<file path="config.mk">
export PLATFORM = sky130hd
export DESIGN_NAME = bbw_sequencer
export DESIGN_NICKNAME = d
export VERILOG_FILES = /design/src/rtl/bbw_pkg.sv /design/src/rtl/bbw_req_latch.sv /design/src/rtl/bbw_step_ctr.sv /design/src/rtl/bbw_row_mux.sv /design/src/rtl/bbw_sequencer.sv
export SDC_FILE = /design/constraint.sdc
export NUM_CORES = 1
export LEC_CHECK = 0
export ABC_AREA = 1
export CAP_MARGIN = 20
export CORE_MARGIN = 1
export CORE_UTILIZATION = 45
export CTS_CLUSTER_DIAMETER = 80
export DETAILED_ROUTE_END_ITERATION = 10
export DONT_BUFFER_PORTS = 1
export HOLD_SLACK_MARGIN = 0.12
export PLACE_DENSITY = 0.6
export SYNTH_ARGS = -nofsm -noshare
export SYNTH_HDL_FRONTEND = slang
export SYNTH_SLANG_ARGS = --single-unit
export TNS_END_PERCENT = 20
</file>
<file path="constraint.sdc">
create_clock -name clk -period 2.16 [get_ports clk]
set_input_delay 0.432 -clock clk [delete_from_list [all_inputs] [get_ports clk]]
set_output_delay 0.432 -clock clk [all_outputs]
set_load 0.05 [all_outputs]
</file>
<file path="src/rtl/bbw_pkg.sv">
package bbw_pkg;
  localparam int N_STEPS = 14;

  typedef enum logic [1:0] {
    CMD_NONE = 2'd0,
    CMD_ACT  = 2'd1,
    CMD_PRE  = 2'd2,
    CMD_TACT = 2'd3
  } bbw_cmd_e;

  typedef enum logic [2:0] {
    SRC_NONE, SRC_A, SRC_B, SRC_C, SRC_CTRL, SRC_S0, SRC_S1, SRC_S2
  } bbw_src_e;

  typedef struct packed {
    bbw_cmd_e kind;
    bbw_src_e src;
  } bbw_step_t;

  function automatic bbw_step_t step_of(input int unsigned idx);
    bbw_step_t s;
    case (idx)
      0:  s = '{CMD_ACT,  SRC_A};
      1:  s = '{CMD_ACT,  SRC_S0};
      3:  s = '{CMD_ACT,  SRC_B};
      4:  s = '{CMD_ACT,  SRC_S1};
      6:  s = '{CMD_ACT,  SRC_CTRL};
      7:  s = '{CMD_ACT,  SRC_S2};
      9:  s = '{CMD_TACT, SRC_S0};
      11: s = '{CMD_ACT,  SRC_S0};
      12: s = '{CMD_ACT,  SRC_C};
      default: s = '{CMD_PRE, SRC_NONE};
    endcase
    return s;
  endfunction
endpackage

</file>
<file path="src/rtl/bbw_req_latch.sv">
module bbw_req_latch #(
  parameter int ROW_W = 10
) (
  input  logic             clk,
  input  logic             rst_n,
  input  logic             load,
  input  logic             op_i,
  input  logic [ROW_W-1:0] a_i,
  input  logic [ROW_W-1:0] b_i,
  input  logic [ROW_W-1:0] c_i,
  output logic             op_o,
  output logic [ROW_W-1:0] a_o,
  output logic [ROW_W-1:0] b_o,
  output logic [ROW_W-1:0] c_o
);
  always_ff @(posedge clk) begin
    if (!rst_n) begin
      op_o <= 1'b0;
      a_o  <= '0;
      b_o  <= '0;
      c_o  <= '0;
    end else if (load) begin
      op_o <= op_i;
      a_o  <= a_i;
      b_o  <= b_i;
      c_o  <= c_i;
    end
  end
endmodule

</file>
<file path="src/rtl/bbw_step_ctr.sv">
module bbw_step_ctr #(
  parameter int NSTEPS = 14,
  localparam int SW = $clog2(NSTEPS)
) (
  input  logic          clk,
  input  logic          rst_n,
  input  logic          start,
  output logic          busy,
  output logic [SW-1:0] step,
  output logic          last,
  output logic          done
);
  assign last = busy && (step == SW'(NSTEPS - 1));

  always_ff @(posedge clk) begin
    if (!rst_n) begin
      busy <= 1'b0;
      step <= '0;
      done <= 1'b0;
    end else begin
      done <= last;
      if (start) begin
        busy <= 1'b1;
        step <= '0;
      end else if (busy) begin
        if (last) begin
          busy <= 1'b0;
          step <= '0;
        end else begin
          step <= step + 1'b1;
        end
      end
    end
  end
endmodule

</file>
<file path="src/rtl/bbw_row_mux.sv">
module bbw_row_mux
  import bbw_pkg::*;
#(
  parameter int ROW_W    = 10,
  parameter int ZERO_ROW = 0,
  parameter int ONE_ROW  = 1,
  parameter int S0_ROW   = 2,
  parameter int S1_ROW   = 3,
  parameter int S2_ROW   = 4
) (
  input  bbw_src_e         sel,
  input  logic             op,
  input  logic [ROW_W-1:0] a,
  input  logic [ROW_W-1:0] b,
  input  logic [ROW_W-1:0] c,
  output logic [ROW_W-1:0] row
);
  logic [ROW_W-1:0] ctrl_row;
  assign ctrl_row = op ? ROW_W'(ONE_ROW) : ROW_W'(ZERO_ROW);

  always_comb begin
    case (sel)
      SRC_A:    row = a;
      SRC_B:    row = b;
      SRC_C:    row = c;
      SRC_CTRL: row = ctrl_row;
      SRC_S0:   row = ROW_W'(S0_ROW);
      SRC_S1:   row = ROW_W'(S1_ROW);
      SRC_S2:   row = ROW_W'(S2_ROW);
      default:  row = '0;
    endcase
  end
endmodule

</file>
<file path="src/rtl/bbw_sequencer.sv">
module bbw_sequencer
  import bbw_pkg::*;
#(
  parameter int ROW_W    = 10,
  parameter int ZERO_ROW = 0,
  parameter int ONE_ROW  = 1,
  parameter int S0_ROW   = 2,
  parameter int S1_ROW   = 3,
  parameter int S2_ROW   = 4
) (
  input  logic             clk,
  input  logic             rst_n,
  input  logic             req_valid,
  output logic             req_ready,
  input  logic             req_op,
  input  logic [ROW_W-1:0] req_src_a,
  input  logic [ROW_W-1:0] req_src_b,
  input  logic [ROW_W-1:0] req_dst,
  output logic             busy,
  output logic             done,
  output logic [1:0]       cmd_code,
  output logic [ROW_W-1:0] cmd_row
);
  localparam int SW = $clog2(N_STEPS);

  logic             accept;
  logic             step_last;
  logic [SW-1:0]    step;
  logic             op_q;
  logic [ROW_W-1:0] a_q, b_q, c_q;
  bbw_step_t        cur;
  bbw_src_e         sel;
  logic [ROW_W-1:0] mux_row;

  assign req_ready = !busy;
  assign accept    = req_valid && req_ready;

  bbw_req_latch #(.ROW_W(ROW_W)) u_latch (
    .clk(clk), .rst_n(rst_n), .load(accept),
    .op_i(req_op), .a_i(req_src_a), .b_i(req_src_b), .c_i(req_dst),
    .op_o(op_q), .a_o(a_q), .b_o(b_q), .c_o(c_q)
  );

  bbw_step_ctr #(.NSTEPS(N_STEPS)) u_ctr (
    .clk(clk), .rst_n(rst_n), .start(accept),
    .busy(busy), .step(step), .last(step_last), .done(done)
  );

  always_comb begin
    cur = step_of(32'(step));
    if (!busy) cur = '{CMD_NONE, SRC_NONE};
  end

  assign sel = cur.src;

  bbw_row_mux #(
    .ROW_W(ROW_W), .ZERO_ROW(ZERO_ROW), .ONE_ROW(ONE_ROW),
    .S0_ROW(S0_ROW), .S1_ROW(S1_ROW), .S2_ROW(S2_ROW)
  ) u_mux (
    .sel(sel), .op(op_q), .a(a_q), .b(b_q), .c(c_q), .row(mux_row)
  );

  assign cmd_code = cur.kind;
  assign cmd_row  = mux_row;
endmodule

</file>
==> results.cfg, run 1 <==
[status]
run_status = complete, no violations

[layout]
fill_cells = 439
antenna_cells_inserted = 0
fin_nets = 349
multi_input_comb_area_um2 = 1100
postLayoutCoreUtil = 0.552
seqCellArea_um2 = 846
drive_above_1_share = 0.134
area.growth.synth_to_final_pct = 16.7

[drt]
routedWlPerCell_um = 12.5
drtIter0Drc = 92
post-route-drc-count = 0
detailroute.via_count = 1763
detail_route.first_pass.iterations = 5
drt.antenna.violating_nets = 0
wl_um = 4460
drt-vias-per-instance = 4.92

[critical_path]
critPathLaunchType = register
cp-end-kind = output pin
timing_worst_setup_path_type = register to output pin
worstReg2RegStart = u_ctr.step[0]
worstPathCellList = nand2_2 > nor3_4 > a21oi_1 > nand2_1 > buf_12
cell_at_the_slowest_stage_of_the_critical_path = dfxtp_4
arrival_ns = 1.61
timing.critical_path.required_ns = 1.73
critical_path_peak_fanout = 10
ff2ff_setup_slack_ns = 0.27
rr_worst_depth = 11
worst_path_largest_cell_delay_ns = 0.43

[logic_synthesis]
post_synth_inst_count = 294
ys_seq_area_frac = 0.403
synthDistinctLibCells = 25
yosys_warnings = 0
yosys-mux-area-fraction = 0
synth_compound_area_frac = 0.0983
syn_nets = 338
synth.ff_latch_count = 42
synth_simple_gate_area_share = 0.366
synthXorXnorAreaFrac = 0
synth_adder_area_share = 0.0600
combinational_family_with_the_most_area_after_synthesis = simple AND/OR/NAND/NOR gates
avgSynthCellArea_um2 = 7.10
netlist_area_um2 = 2090

[place]
place.port_buffers = 0
dpl_wire_length_um = 3270
place_congestion = 0.816

[cts]
clkSlewWorstSetupHoldPaths_ns = 0.08
clock_tree.buffer_depth = 2
num_clock_sinks = 42
ctsRootBufferMaster = clkbuf_8
insertion_delay_ns = 0.30
tritoncts_clock_tree = built
htree_num_levels = 2
cts_inserted_buffers = 5

[timing]
unrepaired_setup_endpoints_after_global_routing = false
timing.slew.headroom = 0.687
fin_tns_setup_ns = 0
worst-slew-pin-transition_ns = 0.469
final_critical_delay_including_setup_and_external_delays_ns = 2.04
fin_crit_sh = 0.943
final_hold_viols = 0
skew_final_ns = 0.00701
setup-violations-final = 0
maximum_clock_frequency_ghz = 0.491
timing.final.max_slew_violations = 0

[grt]
number_of_global_route_vias_before_repair = 1636
antenna_found_initial = 0
grt_remaining_overflow = 0
gr-usage-all-layers = 0.194
wire_length_of_the_first_global_routing_pass_um = 7480
pin_count_of_the_biggest_net_entering_global_routing = 34

[die]
design.die.area_um2 = 4910
ios = 49
fp.dieW_um = 70.1
core-area_um2 = 4410
die_y_um = 70.1
rows = 24
floorplan.initialDensity = 0.473

[power]
power_density_nw_per_um2 = 662
vdd.ir_drop.worst_mv = 0.332
power.static_leakage_uw = 0.00116

[flow_run]
max_cap_violations = 0

[min_path]
min_delay_startpoint = rst_n
worst_hold_path.num_cells = 2
hold-path-endpoint = u_latch.op_o
min-delay-path-class = input pin to register
-- worst max path at each step --
stage / depth (start not counted) / slack, ns / start / to
5_1_grt: 7 / 0.01 / register / cmd_row[0]
3_5_place_dp: 11 / 0.24 / u_ctr.step[0] / register
2_1_floorplan: 7 / 0.17 / u_ctr.busy / cmd_row[0]
4_1_cts: 7 / 0.06 / u_ctr.busy / cmd_row[0]
6_report: 5 / 0.12 / u_ctr.busy / cmd_row[1]
3_3_place_gp: 11 / 0.32 / u_ctr.step[0] / register
-- what timing repair did --
action | CTS | global route
buffers inserted | 0 | 0
hold buffers | 0 | 0
hold endpoints to repair | 0 | 0
setup endpoints to repair | 0 | 10
resized for setup | 0 | 3
-- where the power goes --
part | leakage, uW | switching, uW | internal (uW)
registers | 0.000347 | 37.1 | 829
logic | 0.000768 | 159 | 89.1
clock network | 0.0000441 | 271 | 227
-- layer usage --
| metal | share of wire | wire (um) | global-route usage | vias up |
|---|---|---|---|---|
| li1 | - | - | - | 946 |
| met1 | 0.52 | 2330 | 0.276 | 766 |
| met2 | 0.42 | 1870 | 0.281 | 44 |
| met3 | 0.046 | 207 | 0.0505 | 7 |
| met4 | 0.014 | 61 | 0.0711 | 0 |
| met5 | 0 | 0 | 0 | - |
-- Yosys cell counts --
cell	count	area (um2)
nand3_1	16	80.1
clkbuf_1	6	22.5
nand4_4	1	21.3
nand2_4	4	45.0
clkinv_1	1	3.75
nor3_4	1	16.3
a21oi_1	2	10.0
dfxtp_1	42	841
o21bai_4	1	18.8
inv_2	2	7.51
nor2_8	1	20.0
o21ai_0	32	160
nand2_2	2	12.5
nand4_1	3	18.8
inv_1	22	82.6
buf_2	3	15.0
nor2_1	68	255
buf_6	1	11.3
nor2_4	1	11.3
o31ai_1	1	7.51
ha_1	10	125
o2111ai_1	1	8.76
clkinv_4	1	8.76
nand3_4	1	17.5
nand2_1	71	267
-- layout by cell type, fill, tap and decap left out, drive strengths merged --
| master | n |
|---|---|
| buf | 14 |
| nand2 | 77 |
| o21ai | 32 |
| nand4 | 4 |
| o21bai | 1 |
| nor3 | 1 |
| clkinv | 3 |
| a21oi | 2 |
| o2111ai | 1 |
| clkinvlp | 2 |
| o31ai | 1 |
| clkbuf | 5 |
| ha | 10 |
| nor2 | 70 |
| nand3 | 17 |
| dfxtp | 42 |
| inv | 24 |
-- critical path: cells and delay by family (launching register included) --
kind,cells,cell delay [ns]
AOI/OAI and AO/OA,1,0.13
buffers and inverters,1,0.15
DFF,1,0.43
and+or+nand+nor,3,0.61
-- through the flow --
stage	instance area (um2)	hold WS, ns	total power [uW]	worst slack [ns]	instances
finish	2430	0.269	1610	0.123	358
global route	2430	0.256	1690	0.0134	358
CTS	2430	0.254	1630	0.0620	358
detailed placement	2340	0.472	1130	0.241	350
global placement	2340	0.465	1130	0.316	350
floorplan	2090	0.450	1060	0.170	294
-- cell type report --
cell class / count / share of cell area
multi-input cells: 216 / 0.451
clock buffers: 5 / 0.0283
inverters: 26 / 0.0437
repair buffers: 14 / 0.0946
clock inverters: 3 / 0.00874
well taps: 52 / 0.0267
flip-flops and latches: 42 / 0.347
-- cell families (layout without fill, tap and decap cells) --
logic type,Yosys count,count (layout)
adders and majority gates,10,10
DFF,42,42
and+or+nand+nor,169,169
AOI/OAI and AO/OA,37,37
buffers and inverters,36,48
No activity file was read; power rests on OpenSTA's default activity.
==> inputs of run 2 (changes only) <==
--- a/config.mk
+++ b/config.mk
@@ -5,7 +5,7 @@
 export SDC_FILE = /design/constraint.sdc
 export NUM_CORES = 1
 export LEC_CHECK = 0
-export ABC_AREA = 1
+export ABC_AREA = 0
 export CAP_MARGIN = 20
 export CORE_MARGIN = 1
 export CORE_UTILIZATION = 45
@@ -14,6 +14,7 @@
 export DONT_BUFFER_PORTS = 1
 export HOLD_SLACK_MARGIN = 0.12
 export PLACE_DENSITY = 0.6
+export RECOVER_POWER = 100
 export SYNTH_ARGS = -nofsm -noshare
 export SYNTH_HDL_FRONTEND = slang
 export SYNTH_SLANG_ARGS = --single-unit
==> results.cfg, run 2 <==
[logic_synthesis]
netlist_area_um2 = 2020
synth-main-ff-cell = dfxtp_1
yosys-top-cells-area = dfxtp_1 (42%), nand2_1 (15%), a21oi_1 (10%)
synthDistinctLibCells = 38
synthMostInstantiatedCell = nand2_1
synth_largest_area_cell = dfxtp_1
ys_seq_area_frac = 0.416
yosys_warnings = 0
netlist_top_cells_count = nand2_1 (80), dfxtp_1 (42), a21oi_1 (41)
post_synth_inst_count = 260
yosys.area.top_type_share = 0.416
synth.ff_latch_count = 42
synth_async_sr_flop_share = 0
syn_nets = 304
synth_edf_count = 0
avgSynthCellArea_um2 = 7.77

[power]
fraction_of_power_consumed_by_the_clock_network = 0.325
power.static_leakage_uw = 0.000975
power.internal_uw = 1120
switching_share = 0.284
power.net_switching_uw = 446
proportion_of_power_drawn_by_combinational_gates = 0.140
sequentialPowerShare = 0.536
power_density_nw_per_um2 = 646
vdd.ir_drop.worst_mv = 0.508
total_power_uw = 1570

[drt]
drt.antenna.violating_nets = 0
drt-vias-per-instance = 5.53
routedWlPerCell_um = 14.6
detail_route.first_pass.iterations = 4
detailroute.via_count = 1819
drtIter0Drc = 153
post-route-drc-count = 0
wl_um = 4810

[layout]
area.growth.synth_to_final_pct = 20.3
mostFrequentLayoutCell = nand2_1
mostFrequentLayoutCells = nand2_1 (79), a21oi_1 (40), dfxtp_1 (38)
postLayoutCoreUtil = 0.586
finished_cell_area_um2 = 2430
antenna_cells_inserted = 0
drive_above_1_share = 0.158
fin_nets = 322

[min_path]
min-delay-path-class = input pin to register

[critical_path]
worst_path_most_repeated_cell = buf_12
cp-end-kind = output pin
worst_path_dominant_cell_family = buffers and inverters
critical_path_peak_fanout = 10
critPathBufInv = 3
timing.critical_path.required_ns = 1.73
cell_at_the_slowest_stage_of_the_critical_path = dfxtp_4
critPathLaunchType = register
timing_worst_setup_path_type = register to output pin
worstPathCellList = buf_12 > nand2b_1 > nor2_1 > buf_4 > a22oi_1 > o21ai_2 > buf_12
arrival_ns = 1.61
worst_path_largest_cell_delay_ns = 0.39

[die]
core-area_um2 = 4140
die_y_um = 69.0
design.die.area_um2 = 4760
rows = 23
floorplan.initialDensity = 0.487
ios = 49
fp.dieW_um = 69.0

[place]
dpl_wire_length_um = 3390
place_congestion = 0.922
place.port_buffers = 0
placement.cell_area_um2 = 2320
placement.setup.worst_slack_ns = 0.139

[timing]
setup-violations-final = 0
maximum_clock_frequency_ghz = 0.490
fin_crit_sh = 0.945
fin_tns_setup_ns = 0
postLayoutSetupSlackWorst_ns = 0.120
skew_final_ns = 0.0129
timing.final.max_slew_violations = 0
final_critical_delay_including_setup_and_external_delays_ns = 2.04
final_hold_viols = 0
unrepaired_setup_endpoints_after_global_routing = false
worst-slew-pin-transition_ns = 0.705
timing.slew.headroom = 0.530

[flow_run]
max_cap_violations = 0

[cts]
insertion_delay_ns = 0.30
htree_num_levels = 2
cts_inserted_buffers = 5
tritoncts_clock_tree = built
clkSlewWorstSetupHoldPaths_ns = 0.07
cts.hold.buffers_added = 0
num_clock_sinks = 42
clock_tree.buffer_depth = 2
ctsRootBufferMaster = clkbuf_8

[status]
run_status = complete, no violations

[grt]
antenna_found_initial = 0
wire_length_of_the_first_global_routing_pass_um = 7510
number_of_global_route_vias_before_repair = 1545
grt_remaining_overflow = 0
gr-usage-all-layers = 0.219
pin_count_of_the_biggest_net_entering_global_routing = 34
run 2: changes by cell type in the layout (fill, tap and decap cells not counted), moves of 3 or more:
cell,previous run,this run
a21oi_1,2,40
a22oi_1,0,9
and3b_1,0,3
buf_4,4,10
clkbuf_1,0,3
inv_1,22,6
nand2_1,71,79
nand2_4,4,0
nand2b_1,0,4
nand3_1,16,2
nor2_1,67,9
o21ai_0,32,8
run 2: final timing paths:
path | start | endpoint | slack, ns | depth (start not counted)
setup / recovery | u_ctr.busy | cmd_row[2] | 0.12 | 7
hold / removal | rst_n | u_ctr.busy | 0.24 | 2
setup reg to reg | u_ctr.step[0] | register | 0.15 | 8
hold reg to reg | u_latch.b_o[7] | u_latch.b_o[7] | 0.46 | 2
run 2: area by class of cell:
type	instances	area, um2
Clock buffer	6	72.6
Clock inverter	2	13.8
Fill cell	385	1720
Inverter	7	26.3
Multi-Input combinational cell	199	1130
Sequential cell	42	848
Tap cell	50	62.6
Timing Repair Buffer	23	273
run 2: power by group through the flow:
stage	clock [uW]	combinational, uW	sequential [uW]
floorplan	0	151	854
global placement	0	212	856
detailed placement	0	213	857
CTS	521	215	839
global route	555	243	846
finish	509	219	840
run 2: layer usage:
layer / wire length, um / global-route usage / vias to the layer above
met1: 2330 / 0.326 / 838
met3: 365 / 0.0658 / 5
met2: 2060 / 0.288 / 53
met5: 0 / 0 / -
met4: 52 / 0.0842 / 0
li1: - / - / 923
run 2: cells by family (layout without fill, tap and decap cells):
| kind of cell | after synthesis | after routing | share of synthesized area |
|---|---|---|---|
| adders and majority gates | 10 | 10 | 0.0620 |
| buffers and inverters | 19 | 38 | 0.0366 |
| and+or+nand+nor | 113 | 113 | 0.250 |
| DFF | 42 | 42 | 0.416 |
| muxes | 2 | 2 | 0.0124 |
| AOI/OAI and AO/OA | 73 | 73 | 0.214 |
| xor gates and xnor gates | 1 | 1 | 0.00806 |
run 2: per-stage QoR:
stage	std cells	hold slack [ns]
2_1_floorplan	260	0.432
3_3_place_gp	320	0.442
3_5_place_dp	320	0.445
4_1_cts	328	0.220
5_1_grt	329	0.224
6_report	329	0.236
run 2: timing repair:
item | CTS | global route
pin swaps | 0 | 1
resized for setup | 1 | 11
setup endpoints to repair | 8 | 11
setup buffers | 0 | 1
